## config.mk

```make
export PLATFORM = sky130hd
export DESIGN_NAME = cfg_retry_engine
export DESIGN_NICKNAME = d
export VERILOG_FILES = /design/src/rtl/cfg_retry_pkg.sv /design/src/rtl/cfg_retry_root_space.sv /design/src/rtl/cfg_retry_timer.sv /design/src/rtl/cfg_retry_engine.sv
export SDC_FILE = /design/constraint.sdc
export NUM_CORES = 1
export LEC_CHECK = 0
export BUFFER_PORTS_ARGS = -buffer_cell sky130_fd_sc_hd__buf_2
export CORE_MARGIN = 3
export CORE_UTILIZATION = 41
export DETAILED_ROUTE_END_ITERATION = 10
export MAX_ROUTING_LAYER = met4
export SLEW_MARGIN = 10
export SYNTH_ARGS = -nofsm -noshare
export SYNTH_HDL_FRONTEND = slang
export SYNTH_SLANG_ARGS = --single-unit
export TNS_END_PERCENT = 5
```

## constraint.sdc

```tcl
create_clock -name clk -period 4.3 [get_ports clk]
set_clock_uncertainty 0.05 [all_clocks]
set_input_delay 0.645 -clock clk [delete_from_list [all_inputs] [get_ports clk]]
set_output_delay 0.645 -clock clk [all_outputs]
set_load 0.005 [all_outputs]
```

## src/rtl/cfg_retry_pkg.sv

```systemverilog
// Shared types and helpers for the configuration retry handler.
// Assumes 32-bit dword data paths and 12-bit configuration offsets.
package cfg_retry_pkg;

    typedef enum logic [2:0] {
        ST_IDLE,
        ST_LOCAL,
        ST_ISSUE,
        ST_WAIT,
        ST_GAP
    } rty_state_t;

    localparam logic [2:0]  CPL_RETRY = 3'b010;
    localparam logic [31:0] VIS_WORD  = 32'hFFFF_0001;

    typedef struct packed {
        logic        write;
        logic [7:0]  bus;
        logic [4:0]  dev;
        logic [2:0]  fn;
        logic [11:0] off;
        logic [2:0]  size;
        logic [31:0] wdata;
    } cfg_req_t;

    // Lane offset used for shifting: only sub-dword sizes are shifted.
    function automatic logic [1:0] lane_shift(input logic [2:0] size, input logic [1:0] a);
        return (size == 3'd1 || size == 3'd2) ? a : 2'd0;
    endfunction

    // Byte enables for a given size and low address bits.
    function automatic logic [3:0] lane_mask(input logic [2:0] size, input logic [1:0] a);
        case (size)
            3'd1:    return 4'b0001 << a;
            3'd2:    return 4'b0011 << a;
            default: return 4'b1111;
        endcase
    endfunction

    // Right-justify and mask a completion dword to the access size.
    function automatic logic [31:0] align_rd(input logic [31:0] dw, input logic [2:0] size,
                                             input logic [1:0] a);
        logic [31:0] sh;
        sh = dw >> {lane_shift(size, a), 3'b000};
        case (size)
            3'd1:    return sh & 32'h0000_00FF;
            3'd2:    return sh & 32'h0000_FFFF;
            default: return sh;
        endcase
    endfunction

endpackage

```

## src/rtl/cfg_retry_root_space.sv

```systemverilog
// Root-local configuration space for bus 0 accesses.
// Dword 0 holds a fixed identifier and is read-only; the rest are
// byte-writable. Out-of-range indices read zero and ignore writes.
module cfg_retry_root_space #(
    parameter int          ROOT_DWORDS = 16,
    parameter logic [31:0] ROOT_ID     = 32'h7A51_1D0E
) (
    input  logic        clk,
    input  logic        rst_n,
    input  logic        wr_en,
    input  logic [9:0]  idx,
    input  logic [3:0]  be,
    input  logic [31:0] wdata,
    output logic [31:0] rdata
);
    localparam int IDXW = (ROOT_DWORDS > 1) ? $clog2(ROOT_DWORDS) : 1;

    logic [31:0] regs [ROOT_DWORDS];
    logic        hit;

    assign hit = (idx < 10'(ROOT_DWORDS));

    // Register array: reset to ID/zero, byte-lane writes except dword 0.
    always_ff @(posedge clk) begin
        if (!rst_n) begin
            for (int i = 0; i < ROOT_DWORDS; i++)
                regs[i] <= (i == 0) ? ROOT_ID : 32'h0;
        end else if (wr_en && hit && (idx != 10'd0)) begin
            for (int b = 0; b < 4; b++)
                if (be[b]) regs[idx[IDXW-1:0]][8*b +: 8] <= wdata[8*b +: 8];
        end
    end

    // Read port: combinational lookup with out-of-range zero.
    always_comb begin
        rdata = hit ? regs[idx[IDXW-1:0]] : 32'h0;
    end

endmodule

```

## src/rtl/cfg_retry_timer.sv

```systemverilog
// Gap and timeout counters for the retry handler.
// elapsed counts cycles since the last restart and saturates at the
// timeout; the gap counter runs only while gap_run is high.
module cfg_retry_timer #(
    parameter int GAP_CYC     = 125,
    parameter int TIMEOUT_CYC = 62_500_000
) (
    input  logic clk,
    input  logic rst_n,
    input  logic restart,
    input  logic gap_run,
    output logic gap_done,
    output logic expired
);
    localparam int GW = $clog2(GAP_CYC + 1);
    localparam int TW = $clog2(TIMEOUT_CYC + 1);

    logic [GW-1:0] gap_cnt;
    logic [TW-1:0] elapsed;

    // Elapsed-time counter since request acceptance, saturating.
    always_ff @(posedge clk) begin
        if (!rst_n || restart)
            elapsed <= '0;
        else if (!expired)
            elapsed <= elapsed + TW'(1);
    end

    // Gap counter: cleared whenever the gap phase is not active.
    always_ff @(posedge clk) begin
        if (!rst_n || !gap_run)
            gap_cnt <= '0;
        else
            gap_cnt <= gap_cnt + GW'(1);
    end

    assign expired  = (elapsed == TW'(TIMEOUT_CYC));
    assign gap_done = gap_run && (gap_cnt == GW'(GAP_CYC - 1));

endmodule

```

## src/rtl/cfg_retry_engine.sv

```systemverilog
// Configuration retry handler top. Accepts one host configuration access
// at a time, serves bus 0 locally, sends others downstream as Type 1
// requests, re-issues on retry completions after a gap, applies the
// software-visibility rule for offset-0 reads, and times out to
// device-not-found. Assumes RETRY_GAP_CYC >= 1.
module cfg_retry_engine
    import cfg_retry_pkg::*;
#(
    parameter int          RETRY_GAP_CYC = 125,
    parameter int          TIMEOUT_CYC   = 62_500_000,
    parameter int          ROOT_DWORDS   = 16,
    parameter logic [31:0] ROOT_ID       = 32'h7A51_1D0E
) (
    input  logic        clk,
    input  logic        rst_n,
    input  logic        sw_vis_en,
    input  logic        host_req_valid,
    output logic        host_req_ready,
    input  logic        host_req_write,
    input  logic [7:0]  host_req_bus,
    input  logic [4:0]  host_req_dev,
    input  logic [2:0]  host_req_fn,
    input  logic [11:0] host_req_off,
    input  logic [2:0]  host_req_size,
    input  logic [31:0] host_req_wdata,
    output logic        host_rsp_valid,
    output logic [31:0] host_rsp_rdata,
    output logic [2:0]  host_rsp_status,
    output logic        host_rsp_dnf,
    output logic        host_rsp_crs,
    output logic        ds_req_valid,
    input  logic        ds_req_ready,
    output logic        ds_req_write,
    output logic [31:0] ds_req_addr,
    output logic [3:0]  ds_req_be,
    output logic [31:0] ds_req_wdata,
    input  logic        ds_cpl_valid,
    input  logic [2:0]  ds_cpl_status,
    input  logic [31:0] ds_cpl_data
);
    rty_state_t  state;
    cfg_req_t    req_q;
    logic        vis_q;
    logic        accept;
    logic        gap_done;
    logic        expired;
    logic [31:0] root_rdata;
    logic [31:0] lane_wdata;
    logic [3:0]  lane_be;
    logic        vis_hit;

    assign accept         = host_req_valid && host_req_ready;
    assign host_req_ready = (state == ST_IDLE);
    assign lane_be        = lane_mask(req_q.size, req_q.off[1:0]);
    assign lane_wdata     = req_q.wdata << {lane_shift(req_q.size, req_q.off[1:0]), 3'b000};
    assign vis_hit        = vis_q && !req_q.write && (req_q.off[11:2] == 10'd0);

    assign ds_req_valid = (state == ST_ISSUE);
    assign ds_req_write = req_q.write;
    assign ds_req_addr  = {4'h0, req_q.bus, req_q.dev, req_q.fn, req_q.off[11:2], 2'b01};
    assign ds_req_be    = lane_be;
    assign ds_req_wdata = lane_wdata;

    cfg_retry_timer #(
        .GAP_CYC     (RETRY_GAP_CYC),
        .TIMEOUT_CYC (TIMEOUT_CYC)
    ) u_timer (
        .clk      (clk),
        .rst_n    (rst_n),
        .restart  (accept),
        .gap_run  (state == ST_GAP),
        .gap_done (gap_done),
        .expired  (expired)
    );

    cfg_retry_root_space #(
        .ROOT_DWORDS (ROOT_DWORDS),
        .ROOT_ID     (ROOT_ID)
    ) u_root (
        .clk   (clk),
        .rst_n (rst_n),
        .wr_en ((state == ST_LOCAL) && req_q.write),
        .idx   (req_q.off[11:2]),
        .be    (lane_be),
        .wdata (lane_wdata),
        .rdata (root_rdata)
    );

    // Request sequencing, retry decisions and response generation.
    always_ff @(posedge clk) begin
        if (!rst_n) begin
            state           <= ST_IDLE;
            req_q           <= '0;
            vis_q           <= 1'b0;
            host_rsp_valid  <= 1'b0;
            host_rsp_rdata  <= '0;
            host_rsp_status <= '0;
            host_rsp_dnf    <= 1'b0;
            host_rsp_crs    <= 1'b0;
        end else begin
            host_rsp_valid <= 1'b0;
            host_rsp_dnf   <= 1'b0;
            host_rsp_crs   <= 1'b0;
            case (state)
                ST_IDLE: begin
                    if (accept) begin
                        req_q.write <= host_req_write;
                        req_q.bus   <= host_req_bus;
                        req_q.dev   <= host_req_dev;
                        req_q.fn    <= host_req_fn;
                        req_q.off   <= host_req_off;
                        req_q.size  <= host_req_size;
                        req_q.wdata <= host_req_wdata;
                        vis_q       <= sw_vis_en;
                        state       <= (host_req_bus == 8'd0) ? ST_LOCAL : ST_ISSUE;
                    end
                end
                ST_LOCAL: begin
                    host_rsp_valid  <= 1'b1;
                    host_rsp_status <= 3'd0;
                    host_rsp_rdata  <= req_q.write ? 32'h0
                                     : align_rd(root_rdata, req_q.size, req_q.off[1:0]);
                    state           <= ST_IDLE;
                end
                ST_ISSUE: begin
                    if (ds_req_ready) state <= ST_WAIT;
                end
                ST_WAIT: begin
                    if (ds_cpl_valid) begin
                        if (ds_cpl_status != CPL_RETRY) begin
                            host_rsp_valid  <= 1'b1;
                            host_rsp_status <= ds_cpl_status;
                            host_rsp_rdata  <= req_q.write ? 32'h0
                                             : align_rd(ds_cpl_data, req_q.size, req_q.off[1:0]);
                            state           <= ST_IDLE;
                        end else if (vis_hit) begin
                            host_rsp_valid  <= 1'b1;
                            host_rsp_status <= 3'd0;
                            host_rsp_rdata  <= align_rd(VIS_WORD, req_q.size, req_q.off[1:0]);
                            state           <= ST_IDLE;
                        end else if (expired) begin
                            host_rsp_valid  <= 1'b1;
                            host_rsp_status <= CPL_RETRY;
                            host_rsp_dnf    <= 1'b1;
                            host_rsp_crs    <= 1'b1;
                            host_rsp_rdata  <= req_q.write ? 32'h0
                                             : align_rd(32'hFFFF_FFFF, req_q.size, req_q.off[1:0]);
                            state           <= ST_IDLE;
                        end else begin
                            state <= ST_GAP;
                        end
                    end
                end
                ST_GAP: begin
                    if (gap_done) state <= ST_ISSUE;
                end
                default: state <= ST_IDLE;
            endcase
        end
    end

endmodule

```

# Yosys cells after proc, flatten, opt, wreduce, memory -nomap -nowiden
# Memories as Yosys holds them, arrays and structs flattened. A register that Yosys moved wholly into a read port is not among the register bits.
# Index checks and enable logic that the tools add are counted.
# op_classes
order_cmp	1
n_addsub	2
n_eq_ne	14
n_mux	56
reduce_logical	23
bitwise	3
shift	7
# op_table
operator	count
32-bit case mux with 2 select lines	5
32-bit two-way mux	9
32-bit by 5-bit right shift with 32-bit output	2
32-bit by 5-bit right shift with 32-bit output, first input constant	2
3-bit two-way mux	11
32-bit OR reduction	1
32-bit by 5-bit left shift with 32-bit output	1
26-bit by 1-bit adder with 26-bit output, second input constant	1
26-bit == test, second input constant	1
1-bit two-way mux	21
4-bit two-way mux	4
3-bit case mux with 4 select lines	1
10-bit zero test	1
10-bit by 5-bit less-than comparator with 1-bit output, second input constant	1
10-bit nonzero test	1
3-bit by 2-bit == test with 1-bit output, second input constant	3
8-bit zero test	1
4-bit case mux with 2 select lines	1
7-bit by 1-bit adder with 7-bit output, second input constant	1
7-bit == test, second input constant	1
1-bit logical AND	7
3-bit by 1-bit == test with 1-bit output, second input constant	2
3-bit case mux with 2 select lines	1
5-bit OR reduction	1
17 further kinds	26
# totals
ff_bits	138
output_inout_bits	109
input_bits	105
mem_count	1
mem_bits_rw	512
word_cells	122
# memory_table
name	words	width	rd	rd_ports_with_merged_regs	write_ports	line_no	text
u_root.regs	16	32	1	1	16	cfg_retry_root_space.sv:18	logic [31:0] regs [ROOT_DWORDS];

# Longest topological paths before layout
# Gate-level depths: netlist (run 1).
# depth
word_depth	11
depth_mapped	14
ltp_nobuf	9

# By module
# Synthesis (run 1) repeated with hierarchy kept, for this count alone.
# unflattened
hier_cells	2570
area_unflattened_um2	32038.2
# by_module_without_submodules
mod	seq_area_each_um2	cells_per_inst	instances	area_each_um2
cfg_retry_root_space	15374.7	1512	1	23936.7
cfg_retry_engine	2102.0	863	1	6462.4
cfg_retry_timer	660.6	195	1	1639.1

# Worst setup path after synthesis (run 1)
# Ideal clock, no wire load.
# synth_timing
path_kind	in2reg
from	input rst_n
to	memory u_root.regs[14][0] (enable)
cell_stages	8
arrival_ps	2424
setup_slack_ps	1501
required_time_ps	3924
setup_ps	326
path_buffers	3
path_cell_list	clkbuf_1 nand2_1 or4_1 or2_1 nor2_2 buf_2 buf_2 a21o_1
# synth_lines
element	line_no	text
from (decl)	cfg_retry_engine.sv:15	input logic rst_n,
to (decl)	cfg_retry_root_space.sv:18	

# Worst setup path in the final report (run 1)
# layout_timing
from	register req_q[36] in the netlist's numbering
to	output ds_req_wdata[13]
# layout_via
elab_chain_cells	2
# layout_lines
element	line_no	text
from (decl)	cfg_retry_engine.sv:42	cfg_req_t req_q;
2-bit two-way mux	cfg_retry_pkg.sv:28	return (size == 3'd1 || size == 3'd2) ? a : 2'd0;
32-bit by 5-bit left shift with 32-bit output	cfg_retry_engine.sv:55	assign lane_wdata = req_q.wdata << {lane_shift(req_q.size, req_q.off[1:0]), 3'b000};
to (decl)	cfg_retry_engine.sv:36	output logic [31:0] ds_req_wdata,
# Every way passes these cells.

==> flow_metrics.tcl, run 1 <==
set metrics [dict create \
    timing.final.crit_share 0.8755 \
    grt_antenna_before_repair 6 \
    arrival_ns 3.07 \
    first_pass_iters 6 \
    nNetsFinal 2850 \
    finalSetupViolCount 0 \
    routed-via-count 21870 \
    num_rows 98 \
    relSlewSlack 0.3772 \
    htree_levels 3 \
    wl_per_cell_um 25.72 \
    cpMaxStageDelayCell "dfxtp_1" \
    ctsResizeCount 0 \
    fill_cells 6473 \
    crit_fanout 16 \
    final_cell_count_no_fill 3751 \
    gp_congestion 0.9429 \
    cts.clk_slew.worst_paths_ns 0.06 \
    clock-root-buffer "clkbuf_16" \
    drive_above_1_share 0.2066 \
    drt_iter0_drc 2836 \
    highest_layer "met4" \
    setup_tns_ns 0 \
    hp-class "primary input to flop" \
    clkLatencyLatePin_ns 0.62 \
    post_cts_buffers 0 \
    worst-path-buf-inv 8 \
    die_area_mm2 0.07692 \
    synth_compound_area_frac 0.06938 \
    cts_buffer_depth 3 \
    grt_first_pass_wirelength_um 141200 \
    cts_tree "yes" \
    synth.avg_cell_area_um2 11.80 \
    postCtsHoldBufs 0 \
    place_area_mm2 0.03224 \
    cp.required_ns 3.61 \
    finalPower_mw 16.58 \
    synth_fa_ha_area_frac 0.002072 \
    synth_seq_cells 654 \
    synth-edff-count 512 \
    r2r_setup_slack_ns 0.79 \
    synthXorXnorAreaFrac 0.006673 \
    ys_seq_area_frac 0.6034 \
    wl_met1_um 36820 \
    grt_max_degree 64 \
    wl_met3_um 10740 \
    p_per_area_mw_per_mm2 479.3 \
    end_kind "output pin" \
    p_leak_nw 12.94 \
    synth_top_family_by_area "simple AND/OR/NAND/NOR gates" \
    cts_buffers 72 \
    place_inst 3616 \
    ir_drop_mv 0.3582 \
    track_usage 0.2530 \
    cpPeakStageDelay_ns 0.33 \
    hold_viol 0 \
    via_per_inst 5.831 \
    grt_pass1_vias 21320 \
    clock-sinks 654 \
    async_flop_share 0 \
    crit_chain "buf_4, inv_1, nor3_2, buf_4, clkinv_1, buf_4, nand2_1, buf_4, inv_1, buf_2" \
    synth_area_mm2 0.03019 \
    pre_cts_ws_ns 0.8592 \
    syn2layout_area_growth_pct 14.58 \
    yosys.area_share.simple 0.1588 \
    min_period_ns 3.765 \
    ys_warn_count 0 \
    rsz0062_at_grt "false" \
    seq_area_mm2 0.01823 \
    multi_input_area_mm2 0.01093 \
    wl_um 96480 \
    final_max_slew_viol_count 0 \
    final_util 0.4790 \
    die_w_um 277.4 \
    dp.final_hpwl_um 67220 \
    coreArea_mm2 0.07222 \
    fin_ws_ns 0.5354 \
    status "completed" \
    start_util 0.4180 \
    place.port_buffers 207 \
    wl_met2_um 44860 \
    holdWs_ns 0.2134 \
    muxShareOfSynthArea 0.1186 \
    synth_cells 2559 \
    path_common_cell "buf_4" \
    max_cap_viol_count 0 \
    num_io_pins 214 \
    worst_slew_pin_slew_ns 0.9342 \
    final_area_mm2 0.03459 \
    startpoint_type "flop" \
    chipHeight_um 277.4 \
    clock.fmax_mhz 265.6 \
    synth_ff_type "edfxtp_1" \
    yosys.cell_types.count 71 \
    worstSetupPathType "flop to output pin" \
    cp_top_family "buffers and inverters" \
    remaining_drc_errors 0 \
    overflow 0 \
    postRouteAntennaNets 0 \
]
-- registers in the layout, indices dropped and copies added, names as in the netlist, named ones only --
| register | cells |
|---|---|
| u_root.regs | 512 |
| req_q | 37 |
| host_rsp_rdata | 32 |
| ds_req_addr | 26 |
| u_timer.elapsed | 26 |
| u_timer.gap_cnt | 7 |
| host_rsp_status | 3 |
| state | 3 |
| ds_req_write | 1 |
| host_rsp_crs | 1 |
| host_rsp_valid | 1 |
| vis_q | 1 |
-- placed cells by master, fill, tap and decap left out, drive strengths merged, types with 4 or more instances in the layout --
| cell type | count |
|---|---|
| or3 | 11 |
| bufinv | 8 |
| o21a | 4 |
| conb | 38 |
| clkbuf | 83 |
| nor3 | 26 |
| mux4 | 136 |
| a211oi | 7 |
| o22ai | 11 |
| edfxtp | 512 |
| nor2 | 477 |
| clkinv | 36 |
| ha | 5 |
| xnor2 | 11 |
| o211ai | 7 |
| nand3 | 30 |
| o21ai | 71 |
| nand2b | 13 |
| a21oi | 140 |
| nor4 | 7 |
| mux2i | 33 |
| buf | 294 |
| a41oi | 4 |
| xor2 | 12 |
| a21o | 15 |
| nand4 | 10 |
| o221ai | 13 |
| inv | 42 |
| mux2 | 15 |
| nand2 | 330 |
| a22oi | 25 |
| nor4b | 4 |
| clkinvlp | 4 |
| o31ai | 6 |
| and3 | 128 |
| a22o | 7 |
| and2 | 8 |
| dfxtp | 142 |
| nor2b | 25 |
| a221oi | 11 |
-- power breakdown --
group / internal (mW) / switching (mW)
registers: 7.12 / 0.330
clock network: 3.63 / 2.56
logic: 1.02 / 1.91
total: 11.8 / 4.81
-- worst reg2reg max path, cell delays in order (launching register included) --
cell and delay (ns):
dfxtp_1 0.63, nor4_1 0.19, or4_1 0.65, or2_1 0.33, nor2b_1 0.21, buf_4 0.31
nand2_1 0.32, nand2_1 0.46
-- path summary, 6_finish.rpt --
check / startpoint / to / cells after the start
worst max-delay path: req_q[36] / ds_req_wdata[13] / 10
worst min-delay path: host_req_fn[2] / ds_req_addr[14] / 3
worst max register to register: ds_req_addr[4] / u_root.regs[5][30] / 7
worst min register to register: host_rsp_rdata[20] / host_rsp_rdata[20] / 2
-- synth_stat cells (10+ instances only) --
| library cell | count | area (µm²) |
|---|---|---|
| nor3_1 | 25 | 125.1 |
| buf_4 | 42 | 315.3 |
| nand4_1 | 10 | 62.56 |
| o22ai_1 | 11 | 68.82 |
| mux2i_1 | 33 | 330.3 |
| a21oi_1 | 140 | 700.7 |
| and3_1 | 128 | 800.8 |
| nand2_1 | 321 | 1205 |
| nor2b_1 | 25 | 156.4 |
| a22oi_1 | 25 | 187.7 |
| mux4_2 | 131 | 2950 |
| buf_2 | 40 | 200.2 |
| mux2_2 | 15 | 168.9 |
| o21ai_0 | 65 | 325.3 |
| clkbuf_1 | 130 | 488.0 |
| xnor2_1 | 11 | 96.34 |
| nor2_1 | 476 | 1787 |
| xor2_1 | 12 | 105.1 |
| nand2b_1 | 13 | 81.33 |
| dfxtp_1 | 142 | 2843 |
| edfxtp_1 | 512 | 15370 |
| or3_1 | 11 | 68.82 |
| a21o_1 | 15 | 112.6 |
| o221ai_1 | 13 | 113.9 |
| nand3_1 | 30 | 150.1 |
| a221oi_1 | 11 | 96.34 |
| inv_1 | 36 | 135.1 |
-- logic make-up (layout without fill, tap and decap cells) --
family	count (synthesis)	count (layout)
compound gates	341	341
simple gates	1086	1086
xor+xnor	23	23
mux	184	184
other cells	2	41
buf+inv	264	467
fa+ha+maj	5	5
flops	654	654
-- layout make-up --
| cell class | instances | share of cell area |
|---|---|---|
| flip-flops and latches | 654 | 0.5271 |
| multi-input cells | 1677 | 0.3160 |
| clock buffers | 83 | 0.05451 |
| repair buffers | 294 | 0.04992 |
| well taps | 950 | 0.03436 |
| clock inverters | 49 | 0.01335 |
| inverters | 41 | 0.004521 |
| diodes | 3 | 0.0002170 |
-- per-layer routing --
| metal | global-route usage | vias up |
|---|---|---|
| li1 | - | 9617 |
| met1 | 0.3199 | 10870 |
| met2 | 0.3842 | 1178 |
| met3 | 0.07154 | 206 |
| met4 | 0.1036 | 0 |
| met5 | - | - |
Note: power is estimated with default switching activity, not from simulation.
==> run 2, diff against run 1 <==
Clock period 4.3 ns to 4.5 ns, I/O delays scaled along.
==> run 2 against run 1 <==
Against the previous run:
- first-iteration DRC count increased by 4.7%
- cell count decreased by 0.32%
- cell area decreased by 0.27%
- sequential share of layout area increased by 0.14 points
- wire length decreased by 1.4%
- critical path depth decreased by 3
- non-clock buffer count decreased by 9
- critical path type unchanged
- highest routed layer unchanged
==> flow_metrics.tcl, run 2 (synthesized netlist as in run 1, its figures left out) <==
set metrics [dict create \
    cts_tree "yes" \
    r2r-start "ds_req_addr[3]" \
    largest_reg_flops 512 \
    pre_cts_ws_ns 0.8429 \
    final_max_slew_viol_count 0 \
    final_area_mm2 0.03450 \
    coreArea_mm2 0.07222 \
    start_util 0.4180 \
    p_per_area_mw_per_mm2 456.9 \
    fill_cells 6422 \
    place_inst 3607 \
    cpPeakStageDelay_ns 0.73 \
    clock-root-buffer "clkbuf_16" \
    track_usage 0.2490 \
    postCtsHoldBufs 0 \
    cts_buffer_depth 3 \
    hp-class "primary input to flop" \
    path_depth 7 \
    ir_drop_mv 0.4091 \
    wl_um 95160 \
    grt_antenna_before_repair 3 \
    r2r-end "host_rsp_rdata[27]" \
    startpoint_type "flop" \
    final_cell_count_no_fill 3739 \
    dp.final_hpwl_um 66270 \
    syn2layout_area_growth_pct 14.27 \
    worst-path-buf-inv 5 \
    min_period_ns 4.157 \
    status "completed" \
    post_cts_buffers 0 \
    cp.required_ns 3.77 \
    num_rows 98 \
    finalSetupViolCount 0 \
    timing.final.crit_share 0.9237 \
    cts.clk_slew.worst_paths_ns 0.06 \
    drive_above_1_share 0.2066 \
    grt_pass1_vias 21150 \
    htree_levels 3 \
    regMostFlops "u_root.regs" \
    reg2regPathDepth 8 \
    cpMaxStageDelayCell "nand2_1" \
    endpoint "ds_req_wdata[12]" \
    r2r_setup_slack_ns 0.73 \
    grt_first_pass_wirelength_um 139800 \
    postRouteAntennaNets 0 \
    first_pass_iters 7 \
    crit_chain "buf_4, inv_1, nor3_2, clkinv_1, nand2_1, inv_1, buf_2" \
    setup_tns_ns 0 \
    drt_iter0_drc 2970 \
    cts_buffers 72 \
    max_cap_viol_count 0 \
    wl_per_cell_um 25.45 \
    grt_max_degree 85 \
    worstSetupPathType "flop to output pin" \
    place.port_buffers 207 \
    clock.fmax_mhz 240.6 \
    cp_top_family "buffers and inverters" \
    relSlewSlack 0.2776 \
    clkLatencyLatePin_ns 0.64 \
    p_leak_nw 12.90 \
    via_per_inst 5.831 \
    end_kind "output pin" \
    clock-sinks 654 \
    chipHeight_um 277.4 \
    hold_viol 0 \
    overflow 0 \
    path_common_cell "inv_1" \
    startpoint "req_q[36]" \
    die_area_mm2 0.07692 \
    gp_congestion 0.9850 \
    num_io_pins 214 \
    arrival_ns 3.43 \
    rsz0062_at_grt "false" \
    ctsResizeCount 0 \
    place_area_mm2 0.03216 \
    nNetsFinal 2841 \
    remaining_drc_errors 0 \
    fin_ws_ns 0.3433 \
    routed-via-count 21800 \
    mostFrequentLayoutCells "edfxtp_1, nor2_1, nand2_1" \
    final_common_cell "edfxtp_1" \
    crit_fanout 22 \
    worst_slew_pin_slew_ns 1.084 \
    reg.largest.list "u_root.regs (512), req_q (37), host_rsp_rdata (32)" \
    die_w_um 277.4 \
]
-- run 2: changes by cell type in the layout (fill, tap and decap cells not counted), moves of 3 or more --
cell | previous run | this run
bufinv_16 | 8 | 3
clkinvlp_4 | 4 | 1
buf_4 | 84 | 76
clkinv_1 | 21 | 11
nor2_1 | 471 | 468
clkbuf_8 | 0 | 10
nor2_2 | 5 | 8
clkbuf_1 | 9 | 14
-- run 2: worst min path at each step --
stage,from,slack (ns),cells after the start,endpoint
finish,host_req_fn[0],0.23,3,ds_req_addr[12]
floorplan,u_timer.gap_cnt[0],0.38,1,u_timer.gap_cnt[0]
global placement,ds_req_addr[17],0.39,2,ds_req_addr[17]
global route,host_req_dev[0],0.21,3,ds_req_addr[15]
detailed placement,host_rsp_rdata[19],0.39,2,host_rsp_rdata[19]
CTS,host_req_fn[0],0.21,3,ds_req_addr[12]
-- run 2: layout make-up --
type / count / area [µm²] / area share
multi-input combinational: 1677 / 10930 / 0.3169
sequential: 654 / 18230 / 0.5285
antenna: 1 / 2.502 / 0.00007254
inverter: 41 / 156.4 / 0.004534
tap: 950 / 1189 / 0.03446
clock inverter: 34 / 339.1 / 0.009829
clock buffer: 97 / 1999 / 0.05796
timing repair buffer: 285 / 1647 / 0.04773
-- run 2: worst reg2reg max path, delay by kind of cell, from the launching register on --
| kind | cells | cell delay (ns) |
|---|---|---|
| DFF | 1 | 0.44 |
| AOI/OAI and AO/OA | 4 | 1.54 |
| and+or+nand+nor | 3 | 1.18 |
| buffers and inverters | 1 | 0.42 |
-- run 2: power by group --
part | switching [mW] | internal [mW]
clock network | 2.53 | 3.34
logic | 1.80 | 0.974
registers | 0.322 | 6.80
total | 4.65 | 11.1
-- run 2: through the flow --
step	power, mW	utilization	hold WS, ns
3_5_place_dp	9.980	0.4453	0.3901
6_report	15.76	0.4777	0.2259
3_3_place_gp	9.953	0.4453	0.3888
5_1_grt	16.27	0.4777	0.2149
2_1_floorplan	8.795	-	0.3797
4_1_cts	15.79	0.4776	0.2055
-- run 2: routing by layer --
layer / vias to the layer above / wire length, µm / GRT usage
li1: 9588 / - / -
met2: 1141 / 44480 / 0.3835
met3: 182 / 9350 / 0.05311
met1: 10890 / 38190 / 0.3334
met5: - / 0 / -
met4: 0 / 3144 / 0.07395
